File: config.mk
export PLATFORM = sky130hd
export DESIGN_NAME = tmr_unit
export DESIGN_NICKNAME = d
export VERILOG_FILES = /design/src/rtl/tmr_pkg.sv /design/src/rtl/tmr_prescaler.sv /design/src/rtl/tmr_channel.sv /design/src/rtl/tmr_unit.sv
export SDC_FILE = /design/constraint.sdc
export NUM_CORES = 1
export LEC_CHECK = 0
export ABC_CLOCK_PERIOD_IN_PS = 3300
export BUFFER_PORTS_ARGS = -buffer_cell sky130_fd_sc_hd__buf_2
export CORE_MARGIN = 4
export CORE_UTILIZATION = 30
export DETAILED_ROUTE_END_ITERATION = 8
export MAX_ROUTING_LAYER = met4
export PLACE_DENSITY = 0.51
export RECOVER_POWER = 100
export SLEW_MARGIN = 25
export SYNTH_ARGS = -nofsm -noshare
export SYNTH_HDL_FRONTEND = slang
export SYNTH_SLANG_ARGS = --single-unit
File: constraint.sdc
create_clock -name clk -period 3.3 [get_ports clk]
set_input_delay 0 -clock clk [delete_from_list [all_inputs] [get_ports clk]]
set_output_delay 0 -clock clk [all_outputs]
set_load 0.02 [all_outputs]
File: src/rtl/tmr_pkg.sv
package tmr_pkg;
    localparam int CNT_W       = 32;
    localparam int CTRL_W      = 16;
    localparam int PSC_W       = 10;
    localparam int PSC_MAXCODE = 4;
    localparam int IE_BIT      = 5;
    localparam int UF_BIT      = 8;
    localparam int RUN_OFS     = 4;
    localparam int CH_OFS0     = 8;
    localparam int CH_STRIDE   = 12;
    localparam int SUB_RELOAD  = 0;
    localparam int SUB_COUNT   = 4;
    localparam int SUB_CTRL    = 8;

    typedef struct packed {
        logic       flag;
        logic       ie;
        logic [2:0] psc;
    } ctrl_t;

    function automatic int reg_ofs(input int ch, input int sub);
        return CH_OFS0 + CH_STRIDE * ch + sub;
    endfunction

    function automatic logic psc_valid(input logic [2:0] code);
        return int'(code) <= PSC_MAXCODE;
    endfunction

    function automatic logic [PSC_W-1:0] psc_limit(input logic [2:0] code);
        logic [PSC_W+1:0] full;
        full = (PSC_W+2)'(1) << (2 * int'(code) + 2);
        return PSC_W'(full - 1'b1);
    endfunction

    function automatic logic [CTRL_W-1:0] ctrl_word(input ctrl_t c);
        logic [CTRL_W-1:0] w;
        w = '0;
        w[2:0]   = c.psc;
        w[IE_BIT] = c.ie;
        w[UF_BIT] = c.flag;
        return w;
    endfunction
endpackage

File: src/rtl/tmr_prescaler.sv
module tmr_prescaler
    import tmr_pkg::*;
(
    input  logic       clk,
    input  logic       rst,
    input  logic       run,
    input  logic [2:0] code,
    output logic       tick
);
    logic [PSC_W-1:0] pcnt_q;
    logic             valid;

    always_comb begin
        valid = psc_valid(code);
        tick  = run && valid && (pcnt_q >= psc_limit(code));
    end

    always_ff @(posedge clk) begin
        if (rst || !run)    pcnt_q <= '0;
        else if (tick)      pcnt_q <= '0;
        else if (valid)     pcnt_q <= pcnt_q + 1'b1;
    end


    restart_zero_chk: assert property (@(posedge clk) disable iff (rst)
        !run |=> (pcnt_q == '0));
endmodule

File: src/rtl/tmr_channel.sv
module tmr_channel
    import tmr_pkg::*;
(
    input  logic              clk,
    input  logic              rst,
    input  logic              run,
    input  logic              reload_wr,
    input  logic              count_wr,
    input  logic              ctrl_wr,
    input  logic [CNT_W-1:0]  wdata,
    output logic [CNT_W-1:0]  reload_q,
    output logic [CNT_W-1:0]  count_q,
    output logic [CTRL_W-1:0] ctrl_rd,
    output logic              irq
);
    ctrl_t ctrl_q;
    logic  tick;
    logic  uf;

    tmr_prescaler u_psc (
        .clk  (clk),
        .rst  (rst),
        .run  (run),
        .code (ctrl_q.psc),
        .tick (tick)
    );

    always_comb begin
        uf      = tick && (count_q == '0);
        ctrl_rd = ctrl_word(ctrl_q);
    end

    always_ff @(posedge clk) begin
        if (rst) begin
            reload_q <= '1;
            count_q  <= '1;
            ctrl_q   <= '0;
            irq      <= 1'b0;
        end else begin
            if (reload_wr) reload_q <= wdata;
            if (count_wr)  count_q  <= wdata;
            else if (tick) count_q  <= uf ? reload_q : count_q - 1'b1;
            if (ctrl_wr) begin
                ctrl_q.psc <= wdata[2:0];
                ctrl_q.ie  <= wdata[IE_BIT];
            end
            ctrl_q.flag <= uf || (ctrl_q.flag && !(ctrl_wr && !wdata[UF_BIT]));
            irq         <= ctrl_q.flag && ctrl_q.ie;
        end
    end


    hold_when_stopped_chk: assert property (@(posedge clk) disable iff (rst)
        (!run && !count_wr) |=> $stable(count_q));

    reserved_code_chk: assert property (@(posedge clk) disable iff (rst)
        (!psc_valid(ctrl_q.psc) && !count_wr) |=> $stable(count_q));

    underflow_reload_chk: assert property (@(posedge clk) disable iff (rst)
        (tick && count_q == '0 && !count_wr) |=> (count_q == $past(reload_q)) && ctrl_q.flag);

    flag_sticky_chk: assert property (@(posedge clk) disable iff (rst)
        (ctrl_q.flag && !ctrl_wr) |=> ctrl_q.flag);

    irq_follow_chk: assert property (@(posedge clk) disable iff (rst)
        irq |-> $past(ctrl_q.flag && ctrl_q.ie));
endmodule

File: src/rtl/tmr_unit.sv
module tmr_unit
    import tmr_pkg::*;
#(
    parameter int NUM_CH = 3,
    parameter int ADDR_W = 8
) (
    input  logic              clk,
    input  logic              rst,
    input  logic              wr_en,
    input  logic              rd_en,
    input  logic [ADDR_W-1:0] addr,
    input  logic [31:0]       wdata,
    output logic [31:0]       rdata,
    output logic [NUM_CH-1:0] irq
);
    logic [NUM_CH-1:0] run_q;
    logic [CNT_W-1:0]  reload_v [NUM_CH];
    logic [CNT_W-1:0]  count_v  [NUM_CH];
    logic [CTRL_W-1:0] ctrl_v   [NUM_CH];
    logic [31:0]       rdata_d;
    logic              hit;
    logic              run_sel;

    assign run_sel = (int'(addr) == RUN_OFS);

    always_ff @(posedge clk) begin
        if (rst)                   run_q <= '0;
        else if (wr_en && run_sel) run_q <= wdata[NUM_CH-1:0];
    end

    for (genvar i = 0; i < NUM_CH; i++) begin : g_ch
        tmr_channel u_ch (
            .clk       (clk),
            .rst       (rst),
            .run       (run_q[i]),
            .reload_wr (wr_en && int'(addr) == reg_ofs(i, SUB_RELOAD)),
            .count_wr  (wr_en && int'(addr) == reg_ofs(i, SUB_COUNT)),
            .ctrl_wr   (wr_en && int'(addr) == reg_ofs(i, SUB_CTRL)),
            .wdata     (wdata),
            .reload_q  (reload_v[i]),
            .count_q   (count_v[i]),
            .ctrl_rd   (ctrl_v[i]),
            .irq       (irq[i])
        );
    end

    always_comb begin
        rdata_d = '0;
        hit     = run_sel;
        if (run_sel) rdata_d = 32'(run_q);
        for (int i = 0; i < NUM_CH; i++) begin
            if (int'(addr) == reg_ofs(i, SUB_RELOAD)) begin
                rdata_d = reload_v[i]; hit = 1'b1;
            end
            if (int'(addr) == reg_ofs(i, SUB_COUNT)) begin
                rdata_d = count_v[i]; hit = 1'b1;
            end
            if (int'(addr) == reg_ofs(i, SUB_CTRL)) begin
                rdata_d = 32'(ctrl_v[i]); hit = 1'b1;
            end
        end
    end

    always_ff @(posedge clk) begin
        if (rst)        rdata <= '0;
        else if (rd_en) rdata <= rdata_d;
    end


    unmapped_zero_chk: assert property (@(posedge clk) disable iff (rst)
        (rd_en && !hit) |=> (rdata == '0));
endmodule

# After elaboration in Yosys (flattened, before gate mapping)

Index checks and enable logic that the tools add are counted.

Word-level logic and storage cells: 123
Register bits after elaboration: 275
Bits in latches: 0
Memories: 0
Memory bits (writable): 0
Memory bits (read-only): 0

Divide/modulo/power cells: 0
Eq/ne operators: 10
Multipliers: 0
Shift operators: 3
Bitwise gates (word level): 0
Muxes and demuxes: 19
$add $sub $neg: 12
Reduce and logical (&&, ||, !) cells: 50
Magnitude comparators: 6

Operators by type and width:

| kind                                                 | number |
|---|---|
| two-way mux 32 bit                                   | 18 |
| logical NOT 32 bit                                   | 3 |
| subtractor 32 x 1 -> 32 bit (second input constant)  | 3 |
| equality test 8 x 6 -> 1 bit (second input constant) | 4 |
| adder 10 x 1 -> 10 bit (second input constant)       | 3 |
| greater-or-equal comparator 10 bit                   | 3 |
| left shift 1 x 5 -> 10 bit (first input constant)    | 3 |
| subtractor 10 x 1 -> 10 bit (second input constant)  | 3 |
| logical AND 1 bit                                    | 28 |
| equality test 8 x 7 -> 1 bit (second input constant) | 3 |
| equality test 8 x 5 -> 1 bit (second input constant) | 2 |
| adder 4 x 2 -> 5 bit (second input constant)         | 3 |
| <= comparator 3 bit (second input constant)          | 3 |
| equality test 8 x 4 -> 1 bit (second input constant) | 1 |
| logical NOT 1 bit                                    | 7 |
| logical OR 1 bit                                     | 6 |
| nonzero test 2 bit                                   | 3 |
| OR reduction 2 bit                                   | 3 |
| two-way mux 3 bit                                    | 1 |

# Logic depth before layout (Yosys ltp)

Depth after elaboration: 11
Depth in mapped cells: 14
Gate-level depth less buffers: 12

# Modules after synthesis

From an unflattened synthesis, not the netlist that was laid out.

Cell total of the unflattened synthesis: 2,155
Area total of the unflattened synthesis: 17,430.5 sq um

Modules (own cells, without submodules):

| module        | area an instance (sq um) | cells an instance | times used |
|---|---|---|---|
| tmr_channel   | 3,653.5                  | 430               | 3 |
| tmr_unit      | 4,003.8                  | 583               | 1 |
| tmr_prescaler | 822.0                    | 94                | 3 |

# Worst setup path after synthesis

No wires, ideal clock.

Path kind: register -> register
Start point: reg g_ch[1].u_ch.ctrl_q (netlist bit g_ch[1].u_ch.ctrl_rd[2])
End point: reg g_ch[1].u_ch.count_q[26]
Clock period less this slack: 3.005 ns
Data arrival time: 2.926 ns
Stages on the path, launching flop included: 13
Slack: 0.295 ns
Required time: 3.221 ns
Cells stage by stage: dfxtp_1 -> or3_1 -> ha_1 -> o21ai_0 -> ha_1 -> o211a_1 -> o311a_1 -> o211ai_1 -> clkbuf_1 -> buf_1 -> clkbuf_1 -> nand3_1 -> o211ai_1

Word-level cells in the longest chain between the ends: 9
Elaborated cells between the ends (all ways): 12

Ends and longest elaborated chain:

| what                               | line                | RTL |
|---|---|---|
| from (decl)                        | tmr_channel.sv:16   | `ctrl_t ctrl_q;` |
| adder 4 x 2 -> 5 bit               | tmr_pkg.sv:31       | `full = (PSC_W+2)'(1) << (2 * int'(code) + 2);` |
| left shift 1 x 5 -> 10 bit         | tmr_pkg.sv:31       |  |
| subtractor 10 x 1 -> 10 bit        | tmr_pkg.sv:32       | `return PSC_W'(full - 1'b1);` |
| greater-or-equal comparator 10 bit | tmr_prescaler.sv:15 | `tick = run && valid && (pcnt_q >= psc_limit(code));` |
| logical AND 1 bit *                | tmr_prescaler.sv:15 |  |
| logical AND 1 bit                  | tmr_channel.sv:29   | `uf = tick && (count_q == '0);` |
| two-way mux 32 bit (2 in a row)    | tmr_channel.sv:42   | `else if (tick) count_q <= uf ? reload_q : count_q - 1'b1;` |
| two-way mux 32 bit                 | tmr_channel.sv:41   | `if (count_wr) count_q <= wdata;` |
| to (signal assigned)               | tmr_channel.sv:41   |  |
| to (signal assigned)               | tmr_channel.sv:42   |  |
| to (decl)                          | tmr_channel.sv:12   | `output logic [CNT_W-1:0] count_q,` |

Every way passes the cells marked *; elsewhere a longest branch is shown, timed or not. The select of a mux whose other input is x is not followed.
A chain may end at the register's enable or synchronous reset.

# Worst setup path in the final report

Start point: in addr[3]
End point: reg g_ch[2].u_ch.count_q[17]

Word-level cells in the longest chain between the ends: 3
Elaborated cells between the ends (all ways): 4

Ends and longest elaborated chain:

| what                                                            | line              | RTL |
|---|---|---|
| from (decl)                                                     | tmr_unit.sv:11    | `input logic [ADDR_W-1:0] addr,` |
| equality test 8 x 7 -> 1 bit *                                  | tmr_unit.sv:37    | `.count_wr (wr_en && int'(addr) == reg_ofs(i, SUB_COUNT)),` |
| logical AND 1 bit *                                             | tmr_unit.sv:37    |  |
| two-way mux 32 bit / nonzero test 2 bit (equally long branches) | --                |  |
| to (signal assigned)                                            | tmr_channel.sv:41 |  |
| to (signal assigned)                                            | tmr_channel.sv:42 |  |
| to (decl)                                                       | tmr_channel.sv:12 |  |

Every way passes the cells marked *; elsewhere a longest branch is shown, timed or not.

==> summary.md <==
| Metric | Value |
|---|---|
| Status | `finished with violations` |
| Failing checks | `capacitance limit, slew limit` |
| Synth Instances | `about 2100` |
| TritonCTS Buffers | `35` |
| Finished Core Util | `0.356` |
| DRT antenna net count | `0` |
| Final Routed Wirelength | `57600 um` |
| Initial antenna violation count | `0` |
| Dpl cells | `2810` |
| Synth top area share | `0.351` |
| Die H | `237 um` |
| Hold slack | `about 0.098 ns` |
| Placement Rows | `83` |
| Overflow after GRT | `0` |
| Final Hold Violating Endpoints | `0` |
| Worst-margin pin slew | `2.28 ns` |
| CP Class | `primary input to register` |
| Sink Count | `275` |
| Syn Area/Cell | `around 7.3 um2` |
| Share of post-route cells with drive strength above 1 | `0.0827` |
| Bufs and invs on worst path | `3` |
| Die ar. | `56000 um2` |
| Final Max Slew Viols | `84` |
| Asr flop ratio synth | `0` |
| Synth cell types | `74` |
| Pre-antenna DRT Iters | `5` |
| Synth-to-layout area growth | `17.0%` |
| Number of synthesized flops with an enable pin | `0` |
| YS warnings | `0` |
| Slowest-stage cell, CP | `clkbuf_1` |
| Detailed-route via count | `16200` |
| Synth Cell Area | `15700 um2` |
| Overall power | `7.84 mW` |
| Setup crit end kind | `register` |
| Top_reg_cell synth | `dfxtp_1` |
| PD cells | `427 nW/um2` |
| Largest fanout on the critical path | `34` |
| Filler cells | `5468` |
| Setup TNS | `0 ns` |
| Nets | `2280` |
| PortBufs | `around 80` |
| Seq/Total Area, Yosys | `0.351` |
| MaxCap Viol Count | `2` |
| FF+latch count, synth | `approximately 280` |
| CTS H-Tree Depth | `2` |
| Finished Layout Cells | `about 2900` |
| Clk root buf | `clkbuf_16` |
| Residual DRC | `0` |
| DP Wirelength | `approximately 40000 um` |
| Largest delay share family, worst path | `buffers and inverters` |
| Crit-path max cell delay | `~1.4 ns` |
| Arrival time at the worst endpoint | `3.51 ns` |
| Core ar. | `51500 um2` |
| CTS tree | `built` |
| Total global-route track usage | `0.203` |
| Main area contributors after synthesis | `dfxtp_1, nand2_1, nand3_1` |
| Setup bufs post-CTS | `0` |
| Global-route wire length before repair | `89400 um` |
| Vias per cell | `approximately 5.6` |
| Crit start category | `primary input` |
| CTS clk-pin slew, worst paths | `0.05 ns` |
| Worst ir drop on vdd | `0.259 mV` |
| RSZ-0062 raised after global routing | `false` |
| Largest net degree at the start of global routing | `84` |
| Clock Tree Buf Depth | `3` |
| First DRT Iteration DRCs | `1536` |
| Fin Clk Skew | `0.0166 ns` |
| HP Class | `primary input to register` |
| Clk_lat worst skew | `0.55 ns` |
| Initial core utilization | `0.304` |
| Leak Pwr | `6.90 nW` |
| Yosys top cell by area | `dfxtp_1` |
| Most frequent cells after synthesis | `nand2_1, dfxtp_1, nand3_1` |
| Die X | `roughly 240 um` |
| Top-count cell post-synth | `nand2_1` |
| N_diodes | `0` |
| Final Cycle Share | `0.939` |
| I/O pin total | `roughly 80` |
| Critical-path cell list | `clkbuf_1, nor4b_1, clkbuf_1, and3_1, clkbuf_2, nor2_1, nor2_1, a31oi_1` |
| Fmax | `323 MHz` |
| Slew headroom | `-0.519` |
| Setup violation total in the final timing report | `0` |
| Final min period | `3.10 ns` |
| CP required | `3.71 ns` |
| Vias in the first global route | `between 10000 and 15000` |
| Gpl congestion | `0.952` |
| Routed WL per cell | `19.8 um` |
## final cells by class
cell class                      instances  area [um2]  share of cell area
Clock buffer                           56        1120              0.0609
Clock inverter                          6        85.1             0.00464
Inverter                               28         106             0.00580
Multi-Input combinational cell       1675        9450               0.515
Sequential cell                       275        5510               0.300
Tap cell                              680         851              0.0464
Timing Repair Buffer                  185        1230              0.0672
## sequential cells by signal, summed over array words and instances (netlist names)
signal and flops:
g_ch.u_ch.count_q 96, g_ch.u_ch.reload_q 96, rdata 32, g_ch.u_ch.u_psc.pcnt_q 30, g_ch.u_ch.ctrl_rd 15, g_ch.u_ch.irq 3, run_q 3
## through the flow
stage               setup slack [ns]  cell area (um2)
floorplan                      0.295            15700
global placement               0.175            16900
detailed placement             0.224            17000
CTS                            0.214            18500
global route                  0.0202            18400
finish                         0.200            18400
## kinds of logic after synthesis
| family | after synthesis | share of synthesized area |
|---|---|---|
| flip-flops | 275 | 0.351 |
| other | 1 | 0.000239 |
| multiplexers | 25 | 0.0161 |
| AND/OR/NAND/NOR | 990 | 0.296 |
| XOR/XNOR | 72 | 0.0402 |
| buffers and inverters | 200 | 0.0496 |
| adder cells (fa/ha/maj) | 36 | 0.0287 |
| AO/OA/AOI/OAI | 547 | 0.218 |
## worst register-to-register path, cell delays in order (launching register included)
cell and delay [ns]:
dfxtp_1 0.30, or3_1 0.37, ha_1 0.22, inv_1 0.09, xnor2_1 0.08, ha_1 0.18
a2111oi_0 0.40, o211a_1 0.29, nor3_2 0.08, buf_12 0.17, o21ai_0 0.35, buf_4 0.22
a311oi_1 0.05, nor3_1 0.19
## cells in the final DEF (no fill, tap or decap), drive strengths merged, types with 21 or more instances in the layout
cell type,synthesis,layout
clkbuf,155,114
o21ai,155,155
a22oi,31,31
nor3,53,53
ha,36,36
a31oi,25,25
inv,28,27
nand3,226,226
or3,25,25
nand2b,37,37
nand2,347,347
mux2i,23,23
dlygate4sd3,0,33
xnor2,30,30
o22ai,36,36
buf,17,94
dfxtp,275,275
xor2,42,42
nand4,21,21
a21oi,145,145
o211ai,51,51
nor2,173,173
and3,22,22
nor4,31,31
## layer usage
layer | share of wire | vias to the layer above | GRT usage
met4 | 0.020 | 0 | 0.0460
li1 | - | 7852 | -
met1 | 0.47 | 7706 | 0.290
met3 | 0.076 | 84 | 0.0298
met5 | 0 | - | -
met2 | 0.44 | 593 | 0.303
## timing repair
item,in CTS,in global routing
setup endpoints to repair,0,11
hold endpoints to repair,201,0
gates resized for setup,0,6
hold buffers,33,0
## path summary, 6_finish.rpt
check                           slack (ns)                                     to                                 start  cells past startpoint
worst max-delay path                  0.20  g_ch[2].u_ch.count_q[17]$_SDFFE_PP1P_                               addr[3]                      8
worst min-delay path                   0.1                  rdata[2]$_SDFFE_PP0P_                               addr[0]                      5
worst max register to register        0.25  g_ch[2].u_ch.count_q[29]$_SDFFE_PP1P_  g_ch[2].u_ch.ctrl_rd[2]$_SDFFE_PP0P_                     13
worst min register to register        0.47                 rdata[28]$_SDFFE_PP0P_                rdata[28]$_SDFFE_PP0P_                      2
## report_power, final
part           switching (mW)  total [mW]  internal, mW
combinational           0.309       0.451         0.142
clock                    1.54        4.01          2.47
sequential             0.0285        3.37          3.35
(Power assumes the default switching activity.)
